==> src/rtl/extint_pkg.sv <==
package extint_pkg;
  localparam int DATA_W  = 32;
  localparam int SENSE_W = 6;
  localparam int IDX_W   = 5;

  localparam int OFS_REQ   = 'h000;
  localparam int OFS_ENCLR = 'h004;
  localparam int OFS_ENSET = 'h008;
  localparam int OFS_STAT  = 'h100;
  localparam int OFS_MON   = 'h104;
  localparam int OFS_CFG   = 'h180;

  localparam logic [SENSE_W-1:0] SENSE_LOW  = 6'h01;
  localparam logic [SENSE_W-1:0] SENSE_HIGH = 6'h02;
  localparam logic [SENSE_W-1:0] SENSE_FALL = 6'h04;
  localparam logic [SENSE_W-1:0] SENSE_RISE = 6'h08;
  localparam logic [SENSE_W-1:0] SENSE_BOTH = 6'h0C;

  typedef enum logic [2:0] {
    RD_NONE, RD_REQ, RD_EN, RD_STAT, RD_MON, RD_CFG
  } rdSel_e;

  typedef struct packed {
    logic             enSet;
    logic             enClr;
    logic             statClr;
    logic             cfgWr;
    logic [IDX_W-1:0] cfgIdx;
    rdSel_e           rdSel;
  } strobe_t;
endpackage

==> src/rtl/extint_chan_detect.sv <==
module extint_chan_detect
  import extint_pkg::*;
(
  input  logic               curLvl,
  input  logic               prevLvl,
  input  logic [SENSE_W-1:0] senseMode,
  output logic               hit
);
  always_comb begin
    unique case (senseMode)
      SENSE_LOW:  hit = !curLvl;
      SENSE_HIGH: hit = curLvl;
      SENSE_FALL: hit = prevLvl && !curLvl;
      SENSE_RISE: hit = !prevLvl && curLvl;
      SENSE_BOTH: hit = prevLvl ^ curLvl;
      default:    hit = 1'b0;
    endcase
  end
endmodule

==> src/rtl/extint_ctrl.sv <==
module extint_ctrl
  import extint_pkg::*;
#(
  parameter int NUM_CH = 32,
  parameter int ADDR_W = 12
) (
  input  logic              busSel,
  input  logic              busWrite,
  input  logic [ADDR_W-1:0] busAddr,
  output strobe_t           stb
);
  localparam logic [ADDR_W-1:0] CFG_BASE = ADDR_W'(OFS_CFG);

  logic cfgHit;

  always_comb begin
    cfgHit = (busAddr[ADDR_W-1:7] == CFG_BASE[ADDR_W-1:7])
          && (busAddr[1:0] == 2'b00)
          && (int'(busAddr[6:2]) < NUM_CH);
  end

  always_comb begin
    stb = '0;
    stb.rdSel = RD_NONE;
    if (busSel) begin
      if (busAddr == ADDR_W'(OFS_REQ)) begin
        stb.rdSel = RD_REQ;
      end else if (busAddr == ADDR_W'(OFS_ENCLR)) begin
        stb.rdSel = RD_EN;
        stb.enClr = busWrite;
      end else if (busAddr == ADDR_W'(OFS_ENSET)) begin
        stb.enSet = busWrite;
      end else if (busAddr == ADDR_W'(OFS_STAT)) begin
        stb.rdSel   = RD_STAT;
        stb.statClr = busWrite;
      end else if (busAddr == ADDR_W'(OFS_MON)) begin
        stb.rdSel = RD_MON;
      end else if (cfgHit) begin
        stb.rdSel  = RD_CFG;
        stb.cfgWr  = busWrite;
        stb.cfgIdx = busAddr[6:2];
      end
    end
  end
endmodule

==> src/rtl/extint_datapath.sv <==
module extint_datapath
  import extint_pkg::*;
#(
  parameter int NUM_CH = 32
) (
  input  logic              clk,
  input  logic              rstN,
  input  logic [NUM_CH-1:0] pinIn,
  input  strobe_t           stb,
  input  logic [DATA_W-1:0] wdata,
  output logic [DATA_W-1:0] rdata,
  output logic              cpuIrq
);
  logic [NUM_CH-1:0] syncA, syncB, prevLvl;
  logic [NUM_CH-1:0] statusQ, enableQ, hitVec, wMask, reqVec;
  logic [DATA_W-1:0] cfgQ [NUM_CH];

  assign wMask  = wdata[NUM_CH-1:0];
  assign reqVec = statusQ & enableQ;
  assign cpuIrq = |reqVec;

  always_ff @(posedge clk or negedge rstN) begin
    if (!rstN) begin
      syncA   <= '0;
      syncB   <= '0;
      prevLvl <= '0;
    end else begin
      syncA   <= pinIn;
      syncB   <= syncA;
      prevLvl <= syncB;
    end
  end

  for (genvar ch = 0; ch < NUM_CH; ch++) begin : g_chan
    extint_chan_detect u_det (
      .curLvl   (syncB[ch]),
      .prevLvl  (prevLvl[ch]),
      .senseMode(cfgQ[ch][SENSE_W-1:0]),
      .hit      (hitVec[ch])
    );

    always_ff @(posedge clk or negedge rstN) begin
      if (!rstN) cfgQ[ch] <= '0;
      else if (stb.cfgWr && stb.cfgIdx == IDX_W'(ch)) cfgQ[ch] <= wdata;
    end
  end

  always_ff @(posedge clk or negedge rstN) begin
    if (!rstN) statusQ <= '0;
    else statusQ <= (statusQ & ~(stb.statClr ? wMask : '0)) | hitVec;
  end

  always_ff @(posedge clk or negedge rstN) begin
    if (!rstN) enableQ <= '0;
    else if (stb.enSet) enableQ <= enableQ | wMask;
    else if (stb.enClr) enableQ <= enableQ & ~wMask;
  end

  always_comb begin
    unique case (stb.rdSel)
      RD_REQ:  rdata = DATA_W'(reqVec);
      RD_EN:   rdata = DATA_W'(enableQ);
      RD_STAT: rdata = DATA_W'(statusQ);
      RD_MON:  rdata = DATA_W'(syncB);
      RD_CFG:  rdata = cfgQ[stb.cfgIdx];
      default: rdata = '0;
    endcase
  end

  // set write raises the written bits and keeps the others
  p_en_set_r8: assert property (@(posedge clk) disable iff (!rstN)
    stb.enSet |=> ((enableQ & $past(wMask)) == $past(wMask))
               && ((enableQ & ~$past(wMask)) == ($past(enableQ) & ~$past(wMask))));

  // clear write drops the written bits
  p_en_clr_r9: assert property (@(posedge clk) disable iff (!rstN)
    stb.enClr |=> ((enableQ & $past(wMask)) == '0));

  // status bits never fall without a clear write
  p_stat_sticky_r7: assert property (@(posedge clk) disable iff (!rstN)
    !stb.statClr |=> (($past(statusQ) & ~statusQ) == '0));

  // cleared bits without a competing detection read back zero
  p_stat_clr_r7: assert property (@(posedge clk) disable iff (!rstN)
    stb.statClr |=> ((statusQ & $past(wMask & ~hitVec)) == '0));

  // every detection is latched on the next edge
  p_hit_latch_r4: assert property (@(posedge clk) disable iff (!rstN)
    (hitVec != '0) |=> ((statusQ & $past(hitVec)) == $past(hitVec)));

  // a configuration write is stored in full
  p_cfg_keep_r6: assert property (@(posedge clk) disable iff (!rstN)
    stb.cfgWr |=> (cfgQ[$past(stb.cfgIdx)] == $past(wdata)));

  // no interrupt with an empty enable mask
  p_irq_masked_r11: assert property (@(posedge clk) disable iff (!rstN)
    (enableQ == '0) |-> !cpuIrq);
endmodule

==> src/rtl/extint_sense_ctrl.sv <==
module extint_sense_ctrl
  import extint_pkg::*;
#(
  parameter int NUM_CH = 32,
  parameter int ADDR_W = 12
) (
  input  logic              clk,
  input  logic              rstN,
  input  logic [NUM_CH-1:0] pinIn,
  input  logic              busSel,
  input  logic              busWrite,
  input  logic [ADDR_W-1:0] busAddr,
  input  logic [31:0]       busWdata,
  output logic [31:0]       busRdata,
  output logic              cpuIrq
);
  strobe_t stb;

  extint_ctrl #(.NUM_CH(NUM_CH), .ADDR_W(ADDR_W)) u_ctrl (
    .busSel  (busSel),
    .busWrite(busWrite),
    .busAddr (busAddr),
    .stb     (stb)
  );

  extint_datapath #(.NUM_CH(NUM_CH)) u_dp (
    .clk   (clk),
    .rstN  (rstN),
    .pinIn (pinIn),
    .stb   (stb),
    .wdata (busWdata),
    .rdata (busRdata),
    .cpuIrq(cpuIrq)
  );
endmodule

==> config.mk <==
export PLATFORM = sky130hd
export DESIGN_NAME = extint_sense_ctrl
export DESIGN_NICKNAME = d
export VERILOG_FILES = /design/src/rtl/extint_pkg.sv /design/src/rtl/extint_chan_detect.sv /design/src/rtl/extint_ctrl.sv /design/src/rtl/extint_datapath.sv /design/src/rtl/extint_sense_ctrl.sv
export SDC_FILE = /design/constraint.sdc
export NUM_CORES = 2
export LEC_CHECK = 0
export BUFFER_PORTS_ARGS = -buffer_cell sky130_fd_sc_hd__buf_2
export CAP_MARGIN = 0
export CORE_ASPECT_RATIO = 1.5
export CORE_MARGIN = 3
export CORE_UTILIZATION = 60
export CTS_CLUSTER_DIAMETER = 150
export CTS_CLUSTER_SIZE = 24
export DETAILED_ROUTE_END_ITERATION = 10
export GPL_ROUTABILITY_DRIVEN = 0
export GPL_TIMING_DRIVEN = 0
export HOLD_SLACK_MARGIN = 0.03
export PLACE_DENSITY = 0.77
export SETUP_SLACK_MARGIN = 0.3
export SKIP_LAST_GASP = 1
export SLEW_MARGIN = 0
export SYNTH_ARGS = -nofsm -noshare
export SYNTH_HDL_FRONTEND = slang
export SYNTH_HIERARCHICAL = 1
export SYNTH_SLANG_ARGS = --single-unit
==> constraint.sdc <==
create_clock -name clk -period 5.45 [get_ports clk]
set_clock_uncertainty 0.2 [all_clocks]
set_input_delay 0.8175 -clock clk [delete_from_list [all_inputs] [get_ports clk]]
set_output_delay 0.8175 -clock clk [all_outputs]
set_load 0.005 [all_outputs]
# Word level (Yosys, flattened, before mapping)
# Cells that the tools add are included.
# Widths: inputs -> output; s select.
# totals
regBits	1184
inputBits	80
output_inout_bits	33
wordCells	499
# classes
order_cmp	1
n_eq_ne	201
muxes	54
bitwise	40
n_reduce_logical	166
# ops
cell	n
$eq 6x4->1 const B	64
$eq 6x1->1 const B	32
$eq 6x2->1 const B	32
$eq 6x3->1 const B	32
$bmux 32 s5	1
$mux 32	5
$pmux 1 s5	32
$pmux 32 s5	1
$logic_and 1x1->1	97
$and 32x32->32	3
$eq 5x5->1 const B	16
$logic_not 1->1	64
$not 32->32	2
$or 32x32->32	2
$eq 5x4->1 const B	8
$reduce_or 32->1	1
$xor 1x1->1	32
$eq 12x9->1 const B	2
$eq 5x3->1 const B	4
$mux 9	2
$eq 5x2->1 const B	3
$eq 12x3->1 const B	1
$eq 12x4->1 const B	1
$logic_not 12->1	1
15 further kinds	24

# Longest topological paths before layout
# logic_depth
word_depth	14
depth_mapped	13
depth_no_buf	8

# Cells and area by module
# Netlist, hierarchy kept.
# modules_own_cells
mod	n_inst	cells_each	area_each_um2	seq_area_each_um2
extint_datapath	1	3708	52760.6	29628.4
extint_chan_detect	32	14	96.3	0.0
extint_ctrl	1	28	227.7	0.0

# Worst setup path before layout
# Ideal clock, no wire load.
# synth_timing
kind	input to output
startpoint	input busAddr[9]
endpoint	output busRdata[1]
t_arrival_ns	3.089
required_ns	4.433
path_slack_ns	1.344
cell_stages	10
n_path_buf	3
path_cell_list	nor4b_4 > and4_1 > and2_1 > buf_2 > buf_6 > buf_2 > mux4_2 > mux2i_1 > o21ai_0 > a221o_1
# synth_lines
element	line_no	text
start, declared	extint_sense_ctrl.sv:12	input logic [ADDR_W-1:0] busAddr,
end, declared	extint_sense_ctrl.sv:14	output logic [31:0] busRdata,

==> run summary <==
commonest non-fill, non-tap cell in the layout: dfrtp_1
Crit path top cell by count: buf_2
vias per inst: 6.99
core area: 92,200 um2
slowest stage delay, CP: 0.51 ns
Mapped Area: 56,100 um2
worst slew pin tran: 1.51 ns
Pre-Repair DR Iteration Count: 9
Non-Filler Instances: 5,650
Setup Viol. Count Final: 0
TritonCTS clock tree: done
Root Buffer: clkbuf_16
Clk pin slew, worst setup/hold paths: 0.10 ns
port buffer count: 112
status: finished, violations left
WP data arrival: 4.28 ns
fin util: 66.0%
post-layout min period: 5.30 ns
Rows: 136
#FFs+latches synth: 1,184
MaxCap Viol Count: 3
PnR worst setup slack: 0.149 ns
reg2reg path depth: 6
Synth cell types: 58
top_reg_cell synth: dfrtp_1
Via Count: 39,500
Leakage: 28.4 nW
Post-synth EDFFs: 0
initial antenna violation count: 8
FF-to-FF setup slack: 3.19 ns
Placement Setup Slack: -0.946 ns
Syn Nets: 4,328
DP Area: 58,400 um2
DP Cell Count: 5,545
Setup crit end kind: output port
dominant cell type by area after synthesis: dfrtp_1
CTS sink cnt: 1,184
fmax: 0.189 GHz
H-tree lvl count: 2
most frequent cells in the layout: dfrtp_1, mux2_2, mux2i_1, buf_2, nand2_1
Post-Route WL: 202,000 um
setup TNS: 0 ns
reg2reg start: u_dp/syncB[17]
hold path startpoint: pinIn[18]
peak supply drop: 0.210 mV
Area Overhead vs Synth: 8.55%
chip height: 380 um
post-synthesis sequential area ratio: 52.8%
number of global-route vias before repair: 39,500
RSZ-0062 raised after global routing: yes
fraction of layout cells with a size suffix above 1: 36.6%
Max clock buf depth: 3
hpwl dp: 140,000 um
Max stage delay cell, worst path: buf_2
Hold Vio Cnt, Final: 0
worst path required time: 4.43 ns
Iter 0 DRT Violations: 5,316
CP Cell Sequence: buf_2 -> nor4b_4 -> and4_4 -> and2_1 -> buf_2 -> clkbuf_4 -> buf_2 -> nand3_1 -> a21o_1 -> buf_2
Max-slew headroom: -0.645%
synth warn: 6
Startpoint Class: input pin
Final #Nets: 4,540
grt ovf: 0
worst reg2reg endpoint: u_dp/statusQ[17]
WS Path Type: in2out
Die Wd: 256 um
Cell Pwr Density: 232 nW/um2
syn_area_per_cell: 13.4 um2
Initial Util: 60.8%
failing checks: max-capacitance violations, max-slew violations
# IOs: 113
final instance area: 60,900 um2
Synth top area share: 52.8%
hold endpoint: u_dp/syncA[18]
pin count of the biggest net entering global routing: 176
Hold WS: 0.0369 ns
Hold Path Stages: 1
Hold Path Class: in2reg
Residual DRC: 0
DIE AREA: 97,200 um2
top fanout value on the critical path: 10
DR WL/cell: 35.7 um
Routed Antenna Nets: 0
ys async rst share: 100%
total track usage: 41.3%
Final Cycle Share: 97.3%
Max Slew Vio Count: 8
first-pass GRT wire length: 284,000 um
number of buffers created by CTS: 55
Power, Total: 14.1 mW
ranking of synthesized cells by area: dfrtp_1, mux2_2, mux2i_1, mux4_2, ha_1
Synth Instances: 4,184
latest clock arrival within the worst-skew pair: 0.70 ns
## cell families after synthesis
| kind of cell | synth area share [%] |
|---|---|
| AND/OR/NAND/NOR | 3.69 |
| multiplexers | 31.0 |
| buffers and inverters | 3.49 |
| adder cells (fa/ha/maj) | 1.43 |
| flip-flops | 52.8 |
| XOR/XNOR | 0.0156 |
| AO/OA/AOI/OAI | 7.55 |
## registers in the layout, summed over array words and instances (netlist names), named ones only
register,cells
u_dp/syncB,32
u_dp/prevLvl,32
u_dp/statusQ,32
u_dp/syncA,32
u_dp/cfgQ,1024
## cell usage after synthesis, types with 37 or more instances
cell	count
o21ai_0	82
inv_1	98
mux2_2	1016
ha_1	64
a21o_1	42
mux4_2	96
a22oi_1	50
nor2_1	131
nand2b_1	37
o22ai_1	78
clkbuf_1	154
dfrtp_1	1184
nand3_1	49
nand2_1	138
buf_2	147
a21oi_1	112
mux2i_1	352
## how the worst max path moves through the flow
stage | from | end | slack, ns
finish | busAddr[10] | busRdata[7] | 0.15
global route | busAddr[10] | busRdata[18] | 0.28
CTS | busAddr[9] | busRdata[7] | 0.28
detailed placement | busAddr[9] | busRdata[7] | -0.95
global placement | rstN | u_dp/cfgQ[150] | -22.03
floorplan | busAddr[9] | busRdata[1] | 1.34
## critical path, delay by kind of cell
family          cells  cell delay [ns]
compound gates      1             0.32
simple gates        4             1.35
buf+inv             5             1.75
## metal layers
layer  vias to the layer above  part of all wire, %  track usage [%]
li1                      15700                    -                -
met1                     20300                   34             47.1
met2                      2517                   44             60.9
met3                       953                   10             14.2
met4                         8                   12             37.6
met5                         -                 0.13             1.74
## layout make-up
| type | count | area, um2 |
|---|---|---|
| fillers | 6949 | 31400 |
| flip-flops and latches | 1184 | 29600 |
| multi-input cells | 2565 | 24700 |
| plain buffers | 336 | 2000 |
| well taps | 1242 | 1550 |
| clock buffers | 55 | 1380 |
| repair buffers | 156 | 1130 |
| inverters | 98 | 368 |
| clock inverters | 3 | 48.8 |
| diodes | 11 | 27.5 |
## repair_timing
action | in CTS | in global routing
hold buffers | 18 | 7
buffers inserted | 1 | 10
endpoints found under the setup margin | 32 | 32
resized for setup | 150 | 72
gates cloned | 0 | 0
pin swaps | 3 | 6
endpoints found under the hold margin | 124 | 7
## power by group
part,internal (mW),switching [mW]
Sequential,8.83,0.0624
Clock,1.82,2.83
Combinational,0.128,0.469
Total,10.8,3.36
(Power assumes the default switching activity.)
